[config.mk]
export PLATFORM = sky130hd
export DESIGN_NAME = spiCfgPort
export DESIGN_NICKNAME = d
export VERILOG_FILES = /design/src/rtl/spiCfgPkg.sv /design/src/rtl/spiCfgCtl.sv /design/src/rtl/spiCfgDp.sv /design/src/rtl/spiCfgRegs.sv /design/src/rtl/spiCfgPort.sv
export SDC_FILE = /design/constraint.sdc
export NUM_CORES = 1
export LEC_CHECK = 0
export BUFFER_PORTS_ARGS = -buffer_cell sky130_fd_sc_hd__buf_2
export CAP_MARGIN = 5
export CORE_ASPECT_RATIO = 1.25
export CORE_MARGIN = 4
export CORE_UTILIZATION = 40
export CTS_BUF_LIST = sky130_fd_sc_hd__clkbuf_16
export CTS_CLUSTER_SIZE = 28
export DETAILED_ROUTE_END_ITERATION = 16
export SLEW_MARGIN = 20
export SYNTH_ARGS = -nofsm -noshare
export SYNTH_HDL_FRONTEND = slang
export SYNTH_HIERARCHICAL = 1
export SYNTH_SLANG_ARGS = --single-unit
[constraint.sdc]
create_clock -name clk -period 3.9 [get_ports clk]
set_clock_uncertainty 0.2 [all_clocks]
set_input_delay 0.39 -clock clk [delete_from_list [all_inputs] [get_ports clk]]
set_output_delay 0.39 -clock clk [all_outputs]
set_load 0.01 [all_outputs]
[src/rtl/spiCfgPkg.sv]
package spiCfgPkg;
  localparam int BYTE_W = 8;
  localparam int ADDR_W = 7;

  typedef enum logic [0:0] {ST_HDR, ST_DATA} spiState_e;

  // strobes from the serial control to the datapath and register bank
  typedef struct packed {
    logic shiftIn;
    logic loadHdr;
    logic wrEn;
    logic advAddr;
    logic loadTx;
    logic shiftOut;
  } spiStrobes_t;

  function automatic logic [BYTE_W-1:0] regDefault(input int idx);
    return (idx == 0) ? 8'h00 : 8'(idx + 16);
  endfunction
endpackage

[src/rtl/spiCfgCtl.sv]
module spiCfgCtl
  import spiCfgPkg::*;
#(
  parameter int SYNC_STAGES = 2
) (
  input  logic        clk,
  input  logic        hardRst,
  input  logic        sclk,
  input  logic        csN,
  input  logic        sdioIn,
  input  logic        cfgThreeWire,
  input  logic        cfgLsbFirst,
  input  logic        hdrRead,
  output spiStrobes_t stb,
  output logic        sampleBit,
  output logic        modeLsb,
  output logic        modeThreeWire,
  output logic        driveEn
);
  logic [SYNC_STAGES-1:0] sclkSync, csSync, dinSync;
  logic sclkPrev;
  logic sclkS, csHi;
  logic riseEdge, fallEdge, byteDone, dataDone;
  spiState_e state;
  logic [2:0] bitCnt;
  logic firstData, outValid, loadTxQ;

  always_ff @(posedge clk) begin
    if (hardRst) begin
      sclkSync <= '0;
      csSync   <= '1;
      dinSync  <= '0;
      sclkPrev <= 1'b0;
    end else begin
      sclkSync <= {sclkSync[SYNC_STAGES-2:0], sclk};
      csSync   <= {csSync[SYNC_STAGES-2:0], csN};
      dinSync  <= {dinSync[SYNC_STAGES-2:0], sdioIn};
      sclkPrev <= sclkS;
    end
  end

  assign sclkS     = sclkSync[SYNC_STAGES-1];
  assign csHi      = csSync[SYNC_STAGES-1];
  assign sampleBit = dinSync[SYNC_STAGES-1];

  assign riseEdge = ~csHi & sclkS & ~sclkPrev;
  assign fallEdge = ~csHi & ~sclkS & sclkPrev;
  assign byteDone = riseEdge & (bitCnt == 3'd7);
  assign dataDone = byteDone & (state == ST_DATA);

  always_comb begin
    stb.shiftIn  = riseEdge;
    stb.loadHdr  = byteDone & (state == ST_HDR);
    stb.wrEn     = dataDone & ~hdrRead;
    stb.advAddr  = dataDone;
    stb.loadTx   = loadTxQ;
    stb.shiftOut = fallEdge & (state == ST_DATA) & hdrRead;
  end

  assign driveEn = ~csHi & (state == ST_DATA) & hdrRead & outValid;

  always_ff @(posedge clk) begin
    if (hardRst) begin
      state         <= ST_HDR;
      bitCnt        <= '0;
      firstData     <= 1'b0;
      outValid      <= 1'b0;
      loadTxQ       <= 1'b0;
      modeLsb       <= 1'b0;
      modeThreeWire <= 1'b0;
    end else begin
      loadTxQ <= stb.loadHdr | dataDone;
      if (csHi) begin
        // a pause is only legal right after the header byte
        if (!(state == ST_DATA && bitCnt == 3'd0 && firstData)) begin
          state     <= ST_HDR;
          bitCnt    <= '0;
          firstData <= 1'b0;
          outValid  <= 1'b0;
        end
      end else begin
        if (riseEdge) bitCnt <= bitCnt + 3'd1;
        if (stb.loadHdr) begin
          state     <= ST_DATA;
          firstData <= 1'b1;
        end
        if (dataDone) firstData <= 1'b0;
        if (stb.shiftOut) outValid <= 1'b1;
      end
      // wire mode and order follow the control register until a header starts
      if (state == ST_HDR && bitCnt == 3'd0) begin
        modeLsb       <= cfgLsbFirst;
        modeThreeWire <= cfgThreeWire;
      end
    end
  end
endmodule

[src/rtl/spiCfgDp.sv]
module spiCfgDp
  import spiCfgPkg::*;
(
  input  logic              clk,
  input  logic              hardRst,
  input  spiStrobes_t       stb,
  input  logic              sampleBit,
  input  logic              modeLsb,
  input  logic [BYTE_W-1:0] rdData,
  output logic [BYTE_W-1:0] rxNext,
  output logic [ADDR_W-1:0] addr,
  output logic              hdrRead,
  output logic              outBit
);
  logic [BYTE_W-1:0] rxShift, txShift;

  assign rxNext = modeLsb ? {sampleBit, rxShift[BYTE_W-1:1]}
                          : {rxShift[BYTE_W-2:0], sampleBit};

  always_ff @(posedge clk) begin
    if (hardRst) begin
      rxShift <= '0;
      txShift <= '0;
      addr    <= '0;
      hdrRead <= 1'b0;
      outBit  <= 1'b0;
    end else begin
      if (stb.shiftIn) rxShift <= rxNext;
      if (stb.loadHdr) begin
        // direction flag is the first bit on the wire in either order
        hdrRead <= modeLsb ? rxNext[0] : rxNext[BYTE_W-1];
        addr    <= modeLsb ? rxNext[BYTE_W-1:1] : rxNext[ADDR_W-1:0];
      end
      if (stb.advAddr) addr <= modeLsb ? addr + 1'b1 : addr - 1'b1;
      if (stb.loadTx) txShift <= rdData;
      if (stb.shiftOut) begin
        outBit  <= modeLsb ? txShift[0] : txShift[BYTE_W-1];
        txShift <= modeLsb ? {1'b0, txShift[BYTE_W-1:1]}
                           : {txShift[BYTE_W-2:0], 1'b0};
      end
    end
  end
endmodule

[src/rtl/spiCfgRegs.sv]
module spiCfgRegs
  import spiCfgPkg::*;
#(
  parameter int NUM_REGS = 8
) (
  input  logic                     clk,
  input  logic                     hardRst,
  input  logic                     wrEn,
  input  logic [ADDR_W-1:0]        wrAddr,
  input  logic [BYTE_W-1:0]        wrData,
  input  logic [ADDR_W-1:0]        rdAddr,
  output logic [BYTE_W-1:0]        rdData,
  output logic                     cfgThreeWire,
  output logic                     cfgLsbFirst,
  output logic [NUM_REGS*BYTE_W-1:0] regsOut
);
  localparam int IDX_W = (NUM_REGS > 2) ? $clog2(NUM_REGS) : 1;

  logic cfgSoftRst, bankRst;
  logic [BYTE_W-1:0] slots [NUM_REGS];

  assign bankRst = hardRst | cfgSoftRst;

  always_ff @(posedge clk) begin
    if (hardRst) begin
      cfgThreeWire <= 1'b0;
      cfgLsbFirst  <= 1'b0;
      cfgSoftRst   <= 1'b0;
    end else if (wrEn && wrAddr == '0) begin
      cfgThreeWire <= wrData[7] | wrData[0];
      cfgLsbFirst  <= wrData[6] | wrData[1];
      cfgSoftRst   <= wrData[5] | wrData[2];
    end
  end

  assign slots[0] = {cfgThreeWire, cfgLsbFirst, cfgSoftRst, 2'b00,
                     cfgSoftRst, cfgLsbFirst, cfgThreeWire};

  for (genvar i = 1; i < NUM_REGS; i++) begin : g_bank
    logic [BYTE_W-1:0] value;
    always_ff @(posedge clk) begin
      if (bankRst) value <= regDefault(i);
      else if (wrEn && int'(wrAddr) == i) value <= wrData;
    end
    assign slots[i] = value;
  end

  for (genvar i = 0; i < NUM_REGS; i++) begin : g_out
    assign regsOut[i*BYTE_W +: BYTE_W] = slots[i];
  end

  assign rdData = (int'(rdAddr) < NUM_REGS) ? slots[rdAddr[IDX_W-1:0]] : '0;
endmodule

[src/rtl/spiCfgPort.sv]
module spiCfgPort
  import spiCfgPkg::*;
#(
  parameter int NUM_REGS    = 8,
  parameter int SYNC_STAGES = 2
) (
  input  logic                       clk,
  input  logic                       porRst,
  input  logic                       extRst,
  input  logic                       sclk,
  input  logic                       csN,
  input  logic                       sdioIn,
  output logic                       sdioOut,
  output logic                       sdioOe,
  output logic                       sdoOut,
  output logic                       sdoOe,
  output logic [NUM_REGS*BYTE_W-1:0] regsOut
);
  logic hardRst;
  spiStrobes_t ctlStb;
  logic sampleBit, modeLsb, modeThreeWire, driveEn;
  logic hdrRead, outBit, cfgThreeWire, cfgLsbFirst;
  logic [BYTE_W-1:0] rxNext, rdData;
  logic [ADDR_W-1:0] dpAddr;

  assign hardRst = porRst | extRst;

  spiCfgCtl #(.SYNC_STAGES(SYNC_STAGES)) uCtl (
    .clk(clk), .hardRst(hardRst), .sclk(sclk), .csN(csN), .sdioIn(sdioIn),
    .cfgThreeWire(cfgThreeWire), .cfgLsbFirst(cfgLsbFirst), .hdrRead(hdrRead),
    .stb(ctlStb), .sampleBit(sampleBit), .modeLsb(modeLsb),
    .modeThreeWire(modeThreeWire), .driveEn(driveEn)
  );

  spiCfgDp uDp (
    .clk(clk), .hardRst(hardRst), .stb(ctlStb), .sampleBit(sampleBit),
    .modeLsb(modeLsb), .rdData(rdData), .rxNext(rxNext), .addr(dpAddr),
    .hdrRead(hdrRead), .outBit(outBit)
  );

  spiCfgRegs #(.NUM_REGS(NUM_REGS)) uRegs (
    .clk(clk), .hardRst(hardRst), .wrEn(ctlStb.wrEn), .wrAddr(dpAddr),
    .wrData(rxNext), .rdAddr(dpAddr), .rdData(rdData),
    .cfgThreeWire(cfgThreeWire), .cfgLsbFirst(cfgLsbFirst), .regsOut(regsOut)
  );

  assign sdoOut  = outBit;
  assign sdioOut = outBit;
  assign sdoOe   = driveEn & ~modeThreeWire;
  assign sdioOe  = driveEn & modeThreeWire;
endmodule

After elaboration in Yosys (flattened, before gate mapping)
Cells that the tools add are included.
{ "totals": {"regBits": 100, "inputBits": 6, "output_inout_bits": 68, "wordCells": 115} }
{ "op_classes": {"n_addsub": 3, "n_lt_le_gt_ge": 2, "n_eq_ne": 9, "n_mux": 24, "bitwise_logic": 28, "reduce_logical": 23} }
{ "ops": {"columns": ["operator", "count"], "rows": [
  ["8-bit two-way mux", 7],
  ["7-bit by 4-bit == test with 1-bit output, second input constant", 4],
  ["7-bit two-way mux", 4],
  ["8-bit binary-select mux with 3-bit select", 1],
  ["1-bit bitwise AND", 15],
  ["7-bit by 3-bit == test with 1-bit output, second input constant", 2],
  ["1-bit logical AND", 11],
  ["2-bit nonzero test", 5],
  ["1-bit two-way mux", 9],
  ["3-bit two-way mux", 3],
  ["2-bit AND reduction", 4],
  ["7-bit by 1-bit adder with 7-bit output, second input constant", 1],
  ["7-bit by 2-bit == test with 1-bit output, second input constant", 1],
  ["7-bit logical NOT", 1],
  ["7-bit by 4-bit < comparator with 1-bit output, second input constant", 1],
  ["7-bit by 1-bit subtractor with 7-bit output, second input constant", 1],
  ["1-bit NOT", 6],
  ["1-bit OR", 6],
  ["4-bit greater-or-equal comparator, second input constant", 1],
  ["3-bit NOT with 4-bit output", 1],
  ["3-bit by 1-bit adder with 3-bit output, second input constant", 1],
  ["3-bit == test, second input constant", 1],
  ["3-bit logical NOT", 1],
  ["3-bit nonzero test", 1],
  ["2-bit inequality test, second input constant", 1]
]} }

Depth between registers and ports, before layout
Gate-level depths: netlist of the first run.
{ "logic_depth": {"ltp_word": 8, "ltp_mapped": 10, "mapped_depth_nobuf": 8} }

Cells and area by module
Netlist of the first run, hierarchy kept.
{ "modules_own_cells": {"columns": ["module", "instances", "cells_per_inst", "area_each_um2", "seq_area_each_um2"], "rows": [
  ["spiCfgRegs", 1, 292, 2835.2, 1181.1],
  ["spiCfgDp", 1, 175, 1570.3, 500.5],
  ["spiCfgCtl", 1, 65, 656.9, 320.3],
  ["spiCfgPort", 1, 4, 30.0, 0.0]
]} }

Worst setup path after synthesis of the first run
OpenSTA, ideal clock, no wires.
{ "synth_timing": {"path_kind": "reg2reg", "startpoint": "register uCtl.csSync[1]", "endpoint": "register uRegs.g_bank[5].value[0]", "setup_ps": 72, "arrival_ps": 2039, "required_ps": 3628, "path_slack_ps": 1590, "path_stages_with_launch": 10, "n_path_buf": 2, "synth_period_minus_slack_ps": 2310, "path_cell_list": "dfxtp_1 -> or3b_4 -> clkinv_2 -> and3_1 -> and2b_1 -> nor2b_1 -> clkbuf_1 -> and4_1 -> clkbuf_1 -> mux2i_1"} }
{ "synth_rtl": {"columns": ["element", "line", "rtl"], "rows": [
  ["start, declared", "spiCfgCtl.sv:20", "logic [SYNC_STAGES-1:0] sclkSync, csSync, dinSync;"],
  ["start signal, assigned", "spiCfgCtl.sv:36", "csSync <= {csSync[SYNC_STAGES-2:0], csN};"],
  ["end signal, assigned", "spiCfgRegs.sv:42", "if (bankRst) value <= regDefault(i);"],
  ["end, declared", "spiCfgRegs.sv:40", "logic [BYTE_W-1:0] value;"]
]} }

==> results of run 1 <==
[sequential cells by signal, summed over array words and instances (netlist names), 2 cells and up]
| signal | cells |
|---|---|
| uCtl/bitCnt | 3 |
| uDp/addr | 7 |
| uRegs/g_bank.value | 56 |
| uCtl/dinSync | 2 |
| uCtl/sclkSync | 2 |
| uCtl/csSync | 2 |
| uDp/rxShift | 8 |
| uDp/txShift | 8 |
[critical path: stages (launching register included)]
cell and delay, ns:
dfxtp_1 0.42, or3b_4 0.44, clkinv_2 0.19, and3_1 0.19, buf_4 0.21, and2b_1 0.19
nor2b_1 0.44, nand4_1 0.39, mux2i_1 0.22
[per-stage QoR]
step	power (uW)	hold slack, ns	instances
2_1_floorplan	1071	0.1895	537
3_3_place_gp	1080	0.2246	734
3_5_place_dp	1081	0.2214	734
4_1_cts	2057	0.01495	750
5_1_grt	2107	0.03219	750
6_report	2034	0.02437	750
[cell type report]
| type | instances | area share |
|---|---|---|
| clock buffer | 9 | 0.03893 |
| clock inverter | 7 | 0.01687 |
| inverter | 8 | 0.005407 |
| multi-input combinational | 382 | 0.4842 |
| sequential | 100 | 0.3460 |
| tap | 164 | 0.03547 |
| timing repair buffer | 80 | 0.07310 |
[power groups by stage]
stage | Sequential [uW] | Clock (uW) | Combinational [uW]
final | 1020 | 976 | 34.5
after global routing | 1020 | 1050 | 38.2
after CTS | 1020 | 1000 | 34.6
after detailed placement | 1050 | 0 | 34.5
after global placement | 1050 | 0 | 33.8
after floorplan | 1050 | 0 | 24.8
[how the worst max path moves through the flow]
| stage | end | startpoint |
|---|---|---|
| 3_3_place_gp | uRegs/g_bank[5].value[4] | uCtl/sclkSync[1] |
| 5_1_grt | uRegs/g_bank[5].value[3] | uCtl/sclkSync[1] |
| 2_1_floorplan | uRegs/g_bank[5].value[0] | uCtl/csSync[1] |
| 4_1_cts | uRegs/g_bank[5].value[3] | uCtl/sclkSync[1] |
| 3_5_place_dp | uRegs/g_bank[5].value[4] | uCtl/sclkSync[1] |
| 6_report | uRegs/g_bank[5].value[4] | uCtl/sclkSync[1] |
[cell usage after synthesis (all sizes together), types with 3 or more instances]
cell type,n
dfxtp,100
mux2i,75
nand2,60
nor2,51
buf,27
a21oi,22
clkbuf,20
nor2b,16
a211oi,14
nor3,13
and3,12
mux2,12
nand2b,9
ha,8
mux4,8
inv,7
a21o,6
o22ai,6
and2b,5
a221oi,4
nand4b,4
or2,4
a31o,3
nand3,3
nand3b,3
nor3b,3
o2111ai,3
o21ai,3
[placed cells by master, fill, tap and decap left out, drive strengths merged, types with 5 or more instances in the layout]
cell	count
a21oi	22
o22ai	6
mux4	8
mux2	12
nand2	60
ha	8
buf	80
and2b	5
inv	11
mux2i	75
dfxtp	100
and3	12
nor2b	16
a21o	6
nand2b	9
a211oi	14
nor3	13
clkbuf	9
nor2	51
[logic make-up after synthesis]
group	synth area share
AOI/OAI and AO/OA	0.1022
xor gates and xnor gates	0.003440
adders and majority gates	0.02359
buffers and inverters	0.06142
DFF	0.3931
muxes	0.2093
other	0.0007364
and+or+nand+nor	0.2061
[routing by layer]
metal  vias up  routed length [um]  track usage
met5         -                   0            0
met4         0                 197      0.05474
met3        12                 602      0.03852
met2        92                6435       0.2934
met1      1902                5966       0.2561
li1       1984                   -            -
==> impl_results.md, run 1 <==
- Minimum clock period: 3.038 ns
- Synth top area share: 0.3931
- CP Capture Type: flip-flop
- Pint: 1597 uW
- # port buffers: 71
- Cell variety after synth: 67
- Final setup margin: 0.8623 ns
- Final setup viols: 0
- CTS Hold Bufs: 0
- Post_cts resized: 0
- Seq/Total Area, Yosys: 0.3931
- Crit-path max FO: 19
- Setup TNS: 0 ns
- Initial DRC Count: 217
- Area of the multi-input gates: 0.002801 mm2
- Row count: 45
- Leakage power: 0.002447 uW
- Sw Share: 0.2147
- Worst Hold End: uCtl/csSync[0]
- Post-Place Cell Area: 0.005456 mm2
- Final instance area: 0.005786 mm2
- Hold Crit Start: csN
- Worst hold path depth: 2
- Clock-pin slew on the worst setup and hold paths: 0.07 ns
- Initial Util: 0.4130
- Ys flop type: dfxtp_1
- Maxcap violations: 0
- Placer's final routability congestion estimate: 0.8072
- Post-DP HPWL: 9.396 mm
- Flops & latches, synth: 100
- Total Nets Final: 596
- Period Utilization, post-route: 0.7789
- TritonCTS clock tree: done
- Wire per inst: 17.60 um
- R2r setup slk: 0.86 ns
- Status: completed
- Share of post-route cells with drive strength above 1: 0.2440
- Global-route wire length before repair: 21.39 mm
- Total CTS buffers: 9
- Worst slew pin tran: 0.9764 ns
- Max-slew violation count: 0
- CTS sink count: 100
- Initial antenna violation count: 0
- Via count: 3990
- Die Wd: 108.9 um
- Cells after Synth: 536
- HP Class: in2reg
- Pwr Density: 351.5 mW/mm2
- Sequential cell area: 0.002002 mm2
- NetSw: 436.8 uW
- Core Box Area: 0.01233 mm2
- Die Area: 0.01461 mm2
- Fmax: 329.2 MHz
- Ranking of synthesized cells by area: dfxtp_1 39%, mux2i_1 15%, nand2_1 4.4%, nor2_1 3.8%, mux4_2 3.5%
- Max Buffers Root-to-Sink: 2
- DRC: 0
- Post-Route WL: 13.20 mm
- RSZ-0062 raised after global routing: no
- Io pins: 74
- Worst EP arrival: 3.04 ns
- Sequential Power Share: 0.503
- Vias in the first global route: 3938
- R2R depth: 8
- EDFF count, synth: 0
- Combinational power share: 0.017
- Synth Warn #: 6
- Synthesized area per cell: 9.501 um2
- Kind of critical path: reg2reg
- Clock root buffer: clkbuf_16
- Worst vdd ir: 0.2358 mV
- Worst EP required: 3.91 ns
- Synth area leader: dfxtp_1
- Clock share of power: 0.480
- Layout area overhead: 13.61%
- Max transition margin: 0.3482
- Worst-skew pair later-pin latency: 0.35 ns
- R2R Path End: uRegs/g_bank[5].value[4]
- Vias/cell: 5.320
- Gr usage total: 0.1862
- Chip height: 134.2 um
- Pre-CTS setup slack: 0.9005 ns
- Largest net degree at the start of global routing: 32
- Fin. Hold Viols: 0
- Reg-to-reg critical path startpoint: uCtl/sclkSync[1]
- Filler cells: 1175
- Core Util, Final: 0.4692
- Mapped Area: 0.005092 mm2
- Antenna Cells: 0
- Ys async rst share: 0
- Routed Antenna Nets: 0
- Depth of the CTS H-tree: 3
- CP Launch Type: flip-flop
- Setup Buffers After CTS: 0
- First-pass DRT Iterations: 4
- Grt ovf: 0
Power figures use the tool's default switching activity.
==> inputs of run 2 (changes only) <==
==> constraint.sdc (replaced) <==
create_clock -name clk -period 2.6 [get_ports clk]
set_clock_uncertainty 0.2 [all_clocks]
set_input_delay 0.26 -clock clk [delete_from_list [all_inputs] [get_ports clk]]
set_output_delay 0.26 -clock clk [all_outputs]
set_load 0.01 [all_outputs]
==> run 2 against run 1 <==
Net effect: fmax increased by 24%; hold slack improved by 0.22 ns; critical path type unchanged; via count increased by 4.1%; non-clock buffer count increased by 16; sequential power increased by 50%; critical path depth decreased by 1; sequential share of layout area decreased by 0.62 points; sequential cell count unchanged; power increased by 44%; global-route usage increased by 0.75 points; combinational power increased by 78%.
==> impl_results.md, run 2 (synthesis gave the netlist of run 1 again) <==
- Status: completed
- Largest registers: uRegs/g_bank.value x56, uDp/rxShift x8, uDp/txShift x8
- Core Box Area: 0.01233 mm2 (unchanged)
- Maxcap violations: 0 (unchanged)
- Global-route wire length before repair: 22.14 mm (+3.5%)
- HP Class: reg2reg
- Crit. path cell count: 7 (-1)
- Fin. Hold Viols: 0 (unchanged)
- CP Capture Type: flip-flop
- Layout area overhead: 15.70%
- Kind of critical path: reg2reg
- TritonCTS clock tree: done
- Crit path cell chain: or3b_4 > clkinv_2 > and3_1 > and2b_1 > or4b_2 > o21ai_0 > a21oi_1
- Max FFs per register: 56 (unchanged)
- Period Utilization, post-route: 0.9433 (+0.1644)
- Total Nets Final: 612 (+2.7%)
- Row count: 45 (unchanged)
- Placer's final routability congestion estimate: 0.8341 (+3.3%)
- Die Area: 0.01461 mm2 (unchanged)
- # port buffers: 71 (unchanged)
- Initial Util: 0.4130 (unchanged)
- R2r setup slk: 0.15 ns (-0.71 ns)
- First-pass DRT Iterations: 5 (+1)
- Worst slew pin tran: 0.5867 ns (-0.3897 ns)
- WP buf/inv: 1 (-1)
- Commonest non-fill, non-tap cell in the layout: dfxtp_1
- Sequential cell area: 0.002002 mm2 (unchanged)
- Fmax: 407.7 MHz (+24%)
- Core Util, Final: 0.4778 (+0.008626)
- Worst setup path start: uCtl/sclkSync[1]
- Clock root buffer: clkbuf_16
- Routed Antenna Nets: 0 (unchanged)
- Gr usage total: 0.1937 (+0.007491)
- Worst-skew pair later-pin latency: 0.35 ns (about the same)
- Chip height: 134.2 um (unchanged)
- Via count: 4155 (+4.1%)
- Crit-path max FO: 5 (-14)
- Critical Path End: uRegs/cfgSoftRst
- Total CTS buffers: 9 (unchanged)
- Post-Route WL: 13.49 mm (+2.2%)
- Share of post-route cells with drive strength above 1: 0.2608 (+0.01677)
- Initial antenna violation count: 0 (unchanged)
- Grt ovf: 0 (unchanged)
- Wire per inst: 17.61 um (about the same)
- Io pins: 74 (unchanged)
- R2R Path End: uRegs/cfgSoftRst
- Worst EP required: 2.64 ns (-1.27 ns)
- Antenna Cells: 0 (unchanged)
- Largest net degree at the start of global routing: 45 (+41%)
- Most flops, register: uRegs/g_bank.value
- Post-DP HPWL: 9.817 mm (+4.5%)
- Critical path's slowest cell: or4b_2
- Depth of the CTS H-tree: 3 (unchanged)
- Max stage delay on crit path: 0.63 ns (+0.19 ns)
- Worst hold path depth: 1 (-1)
- Max-slew violation count: 0 (unchanged)
- Die Wd: 108.9 um (unchanged)
- Worst vdd ir: 0.3880 mV (+65%)
- Clock-pin slew on the worst setup and hold paths: 0.08 ns (about the same)
- Minimum clock period: 2.453 ns (-0.5850 ns)
- CTS sink count: 100 (unchanged)
- RSZ-0062 raised after global routing: no
- Leakage power: 0.002507 uW (+2.4%)
- Final setup viols: 0 (unchanged)
- Worst EP arrival: 2.49 ns (-0.55 ns)
- Most frequent cells in the layout: 100 x dfxtp_1, 75 x mux2i_1, 71 x buf_2, 60 x nand2_1, 50 x nor2_1
- R2R depth: 7 (-1)
- CP Launch Type: flip-flop
- Top Family by Delay on Critical Path: simple AND/OR/NAND/NOR gates
- Setup Buffers After CTS: 0 (unchanged)
- Reg-to-reg critical path startpoint: uCtl/sclkSync[1]
- Initial DRC Count: 251 (+16%)
- Vias/cell: 5.424 (+2.0%)
- Vias in the first global route: 4118 (+4.6%)
- Pwr Density: 497.1 mW/mm2 (+41%)
- Area of the multi-input gates: 0.002795 mm2 (-0.22%)
- Post_cts resized: 0 (unchanged)
- Max Buffers Root-to-Sink: 2 (unchanged)
- Filler cells: 1166 (-0.77%)
- Max transition margin: 0.6083 (+0.2602)
- Setup TNS: 0 ns (unchanged)
- DRC: 0 (unchanged)
- Hold WS: 0.2422 ns (+0.2178 ns)
run 2: cell count changes in the layout (fill, tap and decap cells not counted), moves of 2 or more:
cell | before | now
buf_4 | 9 | 21
dlygate4sd3_1 | 0 | 3
bufinv_16 | 2 | 0
clkinvlp_4 | 1 | 3
inv_6 | 3 | 1
inv_8 | 0 | 2
run 2: worst min-delay path by stage:
stage	from	to	slack, ns
detailed placement	uCtl/csSync[0]	uCtl/csSync[1]	0.22
floorplan	csN	uCtl/csSync[0]	0.16
global placement	uCtl/csSync[0]	uCtl/csSync[1]	0.23
global route	uCtl/csSync[0]	uCtl/csSync[1]	0.26
CTS	uCtl/csSync[0]	uCtl/csSync[1]	0.25
finish	uCtl/csSync[0]	uCtl/csSync[1]	0.24
run 2: metrics by stage:
step / instance area [um2] / total power, uW / cells / setup WS (ns)
after floorplan: 5096 / 1607 / 537 / 0.2897
after global placement: 5567 / 1627 / 747 / 0.2526
after detailed placement: 5567 / 1628 / 747 / 0.1782
after CTS: 5892 / 2948 / 766 / 0.1572
after global routing: 5892 / 3025 / 766 / 0.005778
final: 5892 / 2929 / 766 / 0.1473
run 2: worst register-to-register path, stage by stage (launching register included):
cell and delay (ns):
dfxtp_1 0.38, or3b_4 0.43, clkinv_2 0.06, and3_1 0.17
and2b_1 0.19, or4b_2 0.63, o21ai_0 0.20, a21oi_1 0.08
run 2: area by class of cell:
type                    instances  area share
clock buffers                   9     0.03822
well taps                     164     0.03483
repair buffers                 96     0.09556
multi-input cells             382      0.4744
clock inverters                 7     0.01189
inverters                       8    0.005309
flip-flops and latches        100      0.3398
run 2: what timing repair did:
| action | in CTS | in global routing |
|---|---|---|
| hold buffers | 3 | 0 |
| endpoints found under the hold margin | 3 | 0 |
| setup endpoints to repair | 0 | 0 |
run 2: routing by layer:
| metal | up-vias | share of wire | global-route usage |
|---|---|---|---|
| met5 | - | 0 | 0 |
| met4 | 0 | 0.015 | 0.06246 |
| met3 | 16 | 0.047 | 0.03033 |
| met2 | 116 | 0.48 | 0.3108 |
| met1 | 2002 | 0.45 | 0.2653 |
| li1 | 2021 | - | - |
run 2: power breakdown:
group          total, uW  switching [uW]  internal, uW  leakage, uW
Sequential          1530            1.37          1530     0.000807
Combinational       61.3            42.5          18.8      0.00157
Clock               1330             659           675     0.000135
Total               2930             703          2230      0.00251
==> inputs of run 3 (changes only) <==
--- a/config.mk
+++ b/config.mk
@@ -13,6 +13,7 @@
 export CTS_BUF_LIST = sky130_fd_sc_hd__clkbuf_16
 export CTS_CLUSTER_SIZE = 28
 export DETAILED_ROUTE_END_ITERATION = 16
+export GPL_TIMING_DRIVEN = 0
 export SLEW_MARGIN = 20
 export SYNTH_ARGS = -nofsm -noshare
 export SYNTH_HDL_FRONTEND = slang
==> run 3 against run 2 <==
Net effect: cell count is 3.5% higher; cell area is 3.3% higher; wire length is 4.6% higher; register-to-register slack worse by 0.05 ns; sequential power hardly changed; die area stayed put; sequential share of layout area is 0.99 points lower; highest routed layer unchanged.
==> impl_results.md, run 3 (synthesis gave the netlist of run 1 again) <==
- Via count: 4303 (+3.6%)
- Post-Route WL: 14.12 mm (+4.6%)
- Vias in the first global route: 4379 (+6.3%)
- Dpl cells: 772 (+3.3%)
- Layout area overhead: 19.48%
- CTS sink count: 100 (unchanged)
- Worst-skew pair later-pin latency: 0.35 ns (about the same)
- RSZ-0062 raised after global routing: yes
- Commonest non-fill, non-tap cell in the layout: dfxtp_1
- Period Utilization, post-route: 0.9645 (+0.02114)
- Fmax: 398.8 MHz (-2.2%)
- DRC: 0 (unchanged)
- Max transition margin: 0.5760 (-0.03228)
- Clock root buffer: clkbuf_16
- Die Area: 0.01461 mm2 (unchanged)
- Max-slew violation count: 0 (unchanged)
- Die Wd: 108.9 um (unchanged)
- First-pass DRT Iterations: 5 (unchanged)
- Most flops, register: uRegs/g_bank.value
- Antenna Cells: 0 (unchanged)
- Initial DRC Count: 250 (-0.40%)
- Chip height: 134.2 um (unchanged)
- Initial Util: 0.4130 (unchanged)
- CP Launch Type: flip-flop
- Power Total: 2992 uW (+2.1%)
- Finished Layout Cells: 793 (+3.5%)
- Grt ovf: 0 (unchanged)
- Maxcap violations: 0 (unchanged)
- Core Box Area: 0.01233 mm2 (unchanged)
- Max Buffers Root-to-Sink: 2 (unchanged)
- Io pins: 74 (unchanged)
- Depth of the CTS H-tree: 3 (unchanged)
- Initial antenna violation count: 0 (unchanged)
- TritonCTS clock tree: done
- Total CTS buffers: 9 (unchanged)
- HP Class: reg2reg
- Wire per inst: 17.80 um (+1.1%)
- Leakage power: 0.002608 uW (+4.0%)
- Vias/cell: 5.426 (about the same)
- Gr usage total: 0.1989 (+0.005187)
- Hold WS: 0.2361 ns (-0.006073 ns)
- Total Nets Final: 639 (+4.4%)
- Share of post-route cells with drive strength above 1: 0.2830 (+0.02219)
- Most frequent cells in the layout: 96 x dfxtp_1, 79 x buf_2, 75 x mux2i_1, 60 x nand2_1, 51 x nor2_1
- Row count: 45 (unchanged)
- Fin. Hold Viols: 0 (unchanged)
- Final instance area: 0.006085 mm2 (+3.3%)
- Worst vdd ir: 0.2548 mV (-34%)
- Routed Antenna Nets: 0 (unchanged)
- Worst EP arrival: 2.54 ns (+0.05 ns)
- Kind of critical path: reg2reg
- Final setup viols: 0 (unchanged)
- Clock-pin slew on the worst setup and hold paths: 0.07 ns (about the same)
- Post-Place Cell Area: 0.005657 mm2 (+1.6%)
- Global-route wire length before repair: 22.76 mm (+2.8%)
- Largest net degree at the start of global routing: 19 (-58%)
- # port buffers: 71 (unchanged)
- Post-DP HPWL: 10.47 mm (+6.7%)
- Pwr Density: 491.7 mW/mm2 (-1.1%)
- Placer's final routability congestion estimate: 0.8458 (+1.4%)
- Crit-path max FO: 10 (+5)
- Status: completed
- Worst EP required: 2.63 ns (about the same)
- CP Capture Type: flip-flop
- Worst slew pin tran: 0.6359 ns (+0.04923 ns)
- Minimum clock period: 2.508 ns (+0.05496 ns)
- Largest registers: uRegs/g_bank.value x56, uDp/rxShift x8, uDp/txShift x8
- Max FFs per register: 56 (unchanged)
run 3: area by class of cell:
| type | count | area, um2 |
|---|---|---|
| buffer | 46 | 290.3 |
| clock buffer | 9 | 225.2 |
| clock inverter | 7 | 81.33 |
| fill | 1153 | 6246 |
| inverter | 8 | 35.03 |
| multi-input combinational | 382 | 2820 |
| sequential | 100 | 2007 |
| tap | 164 | 205.2 |
| timing repair buffer | 77 | 420.4 |
run 3: power by group:
part	internal (uW)	switching (uW)	total [uW]
registers	1530	1.32	1530
logic	16.9	45.8	62.7
clock network	762	633	1400
total	2310	680	2990
run 3: path summary, 6_finish.rpt:
path / start / endpoint / slack [ns] / cells after the start
max reg2reg: uCtl/modeLsb / uDp/addr[6] / 0.09 / 9
min reg2reg: uCtl/csSync[0] / uCtl/csSync[1] / 0.24 / 1
min: uCtl/csSync[0] / uCtl/csSync[1] / 0.24 / 1
max: uCtl/modeLsb / uDp/addr[6] / 0.09 / 9
run 3: repair_timing:
action | in CTS | in global routing
buffers inserted | 1 | 2
hold buffers | 3 | 0
setup endpoints to repair | 23 | 46
pin swaps | 1 | 3
endpoints found under the hold margin | 3 | 0
gates resized for setup | 3 | 26
run 3: per-stage QoR:
stage | utilization | worst slack [ns] | setup TNS (ns)
after floorplan | - | 0.2897 | 0
after global placement | 0.4588 | -0.1502 | -1.345
after detailed placement | 0.4588 | -0.1907 | -1.716
after CTS | 0.4874 | 0.01034 | 0
after global routing | 0.4935 | -0.007755 | -0.01256
final | 0.4935 | 0.09238 | 0
run 3: worst max-delay path, stage by stage (launching register included):
cell	delay, ns
dfxtp_2	0.36
buf_6	0.16
buf_12	0.14
buf_12	0.14
clkinvlp_4	0.21
fa_2	0.43
a21o_1	0.20
a221oi_2	0.30
nand3_1	0.12
o311ai_0	0.12
run 3: layer usage:
layer	track usage	vias to the layer above	share of wire	wire length (um)
met5	0	-	0	0
met4	0.07018	0	0.018	258
met3	0.03611	18	0.049	698
met2	0.3354	116	0.50	7032
met1	0.2522	2091	0.43	6129
li1	-	2078	-	-
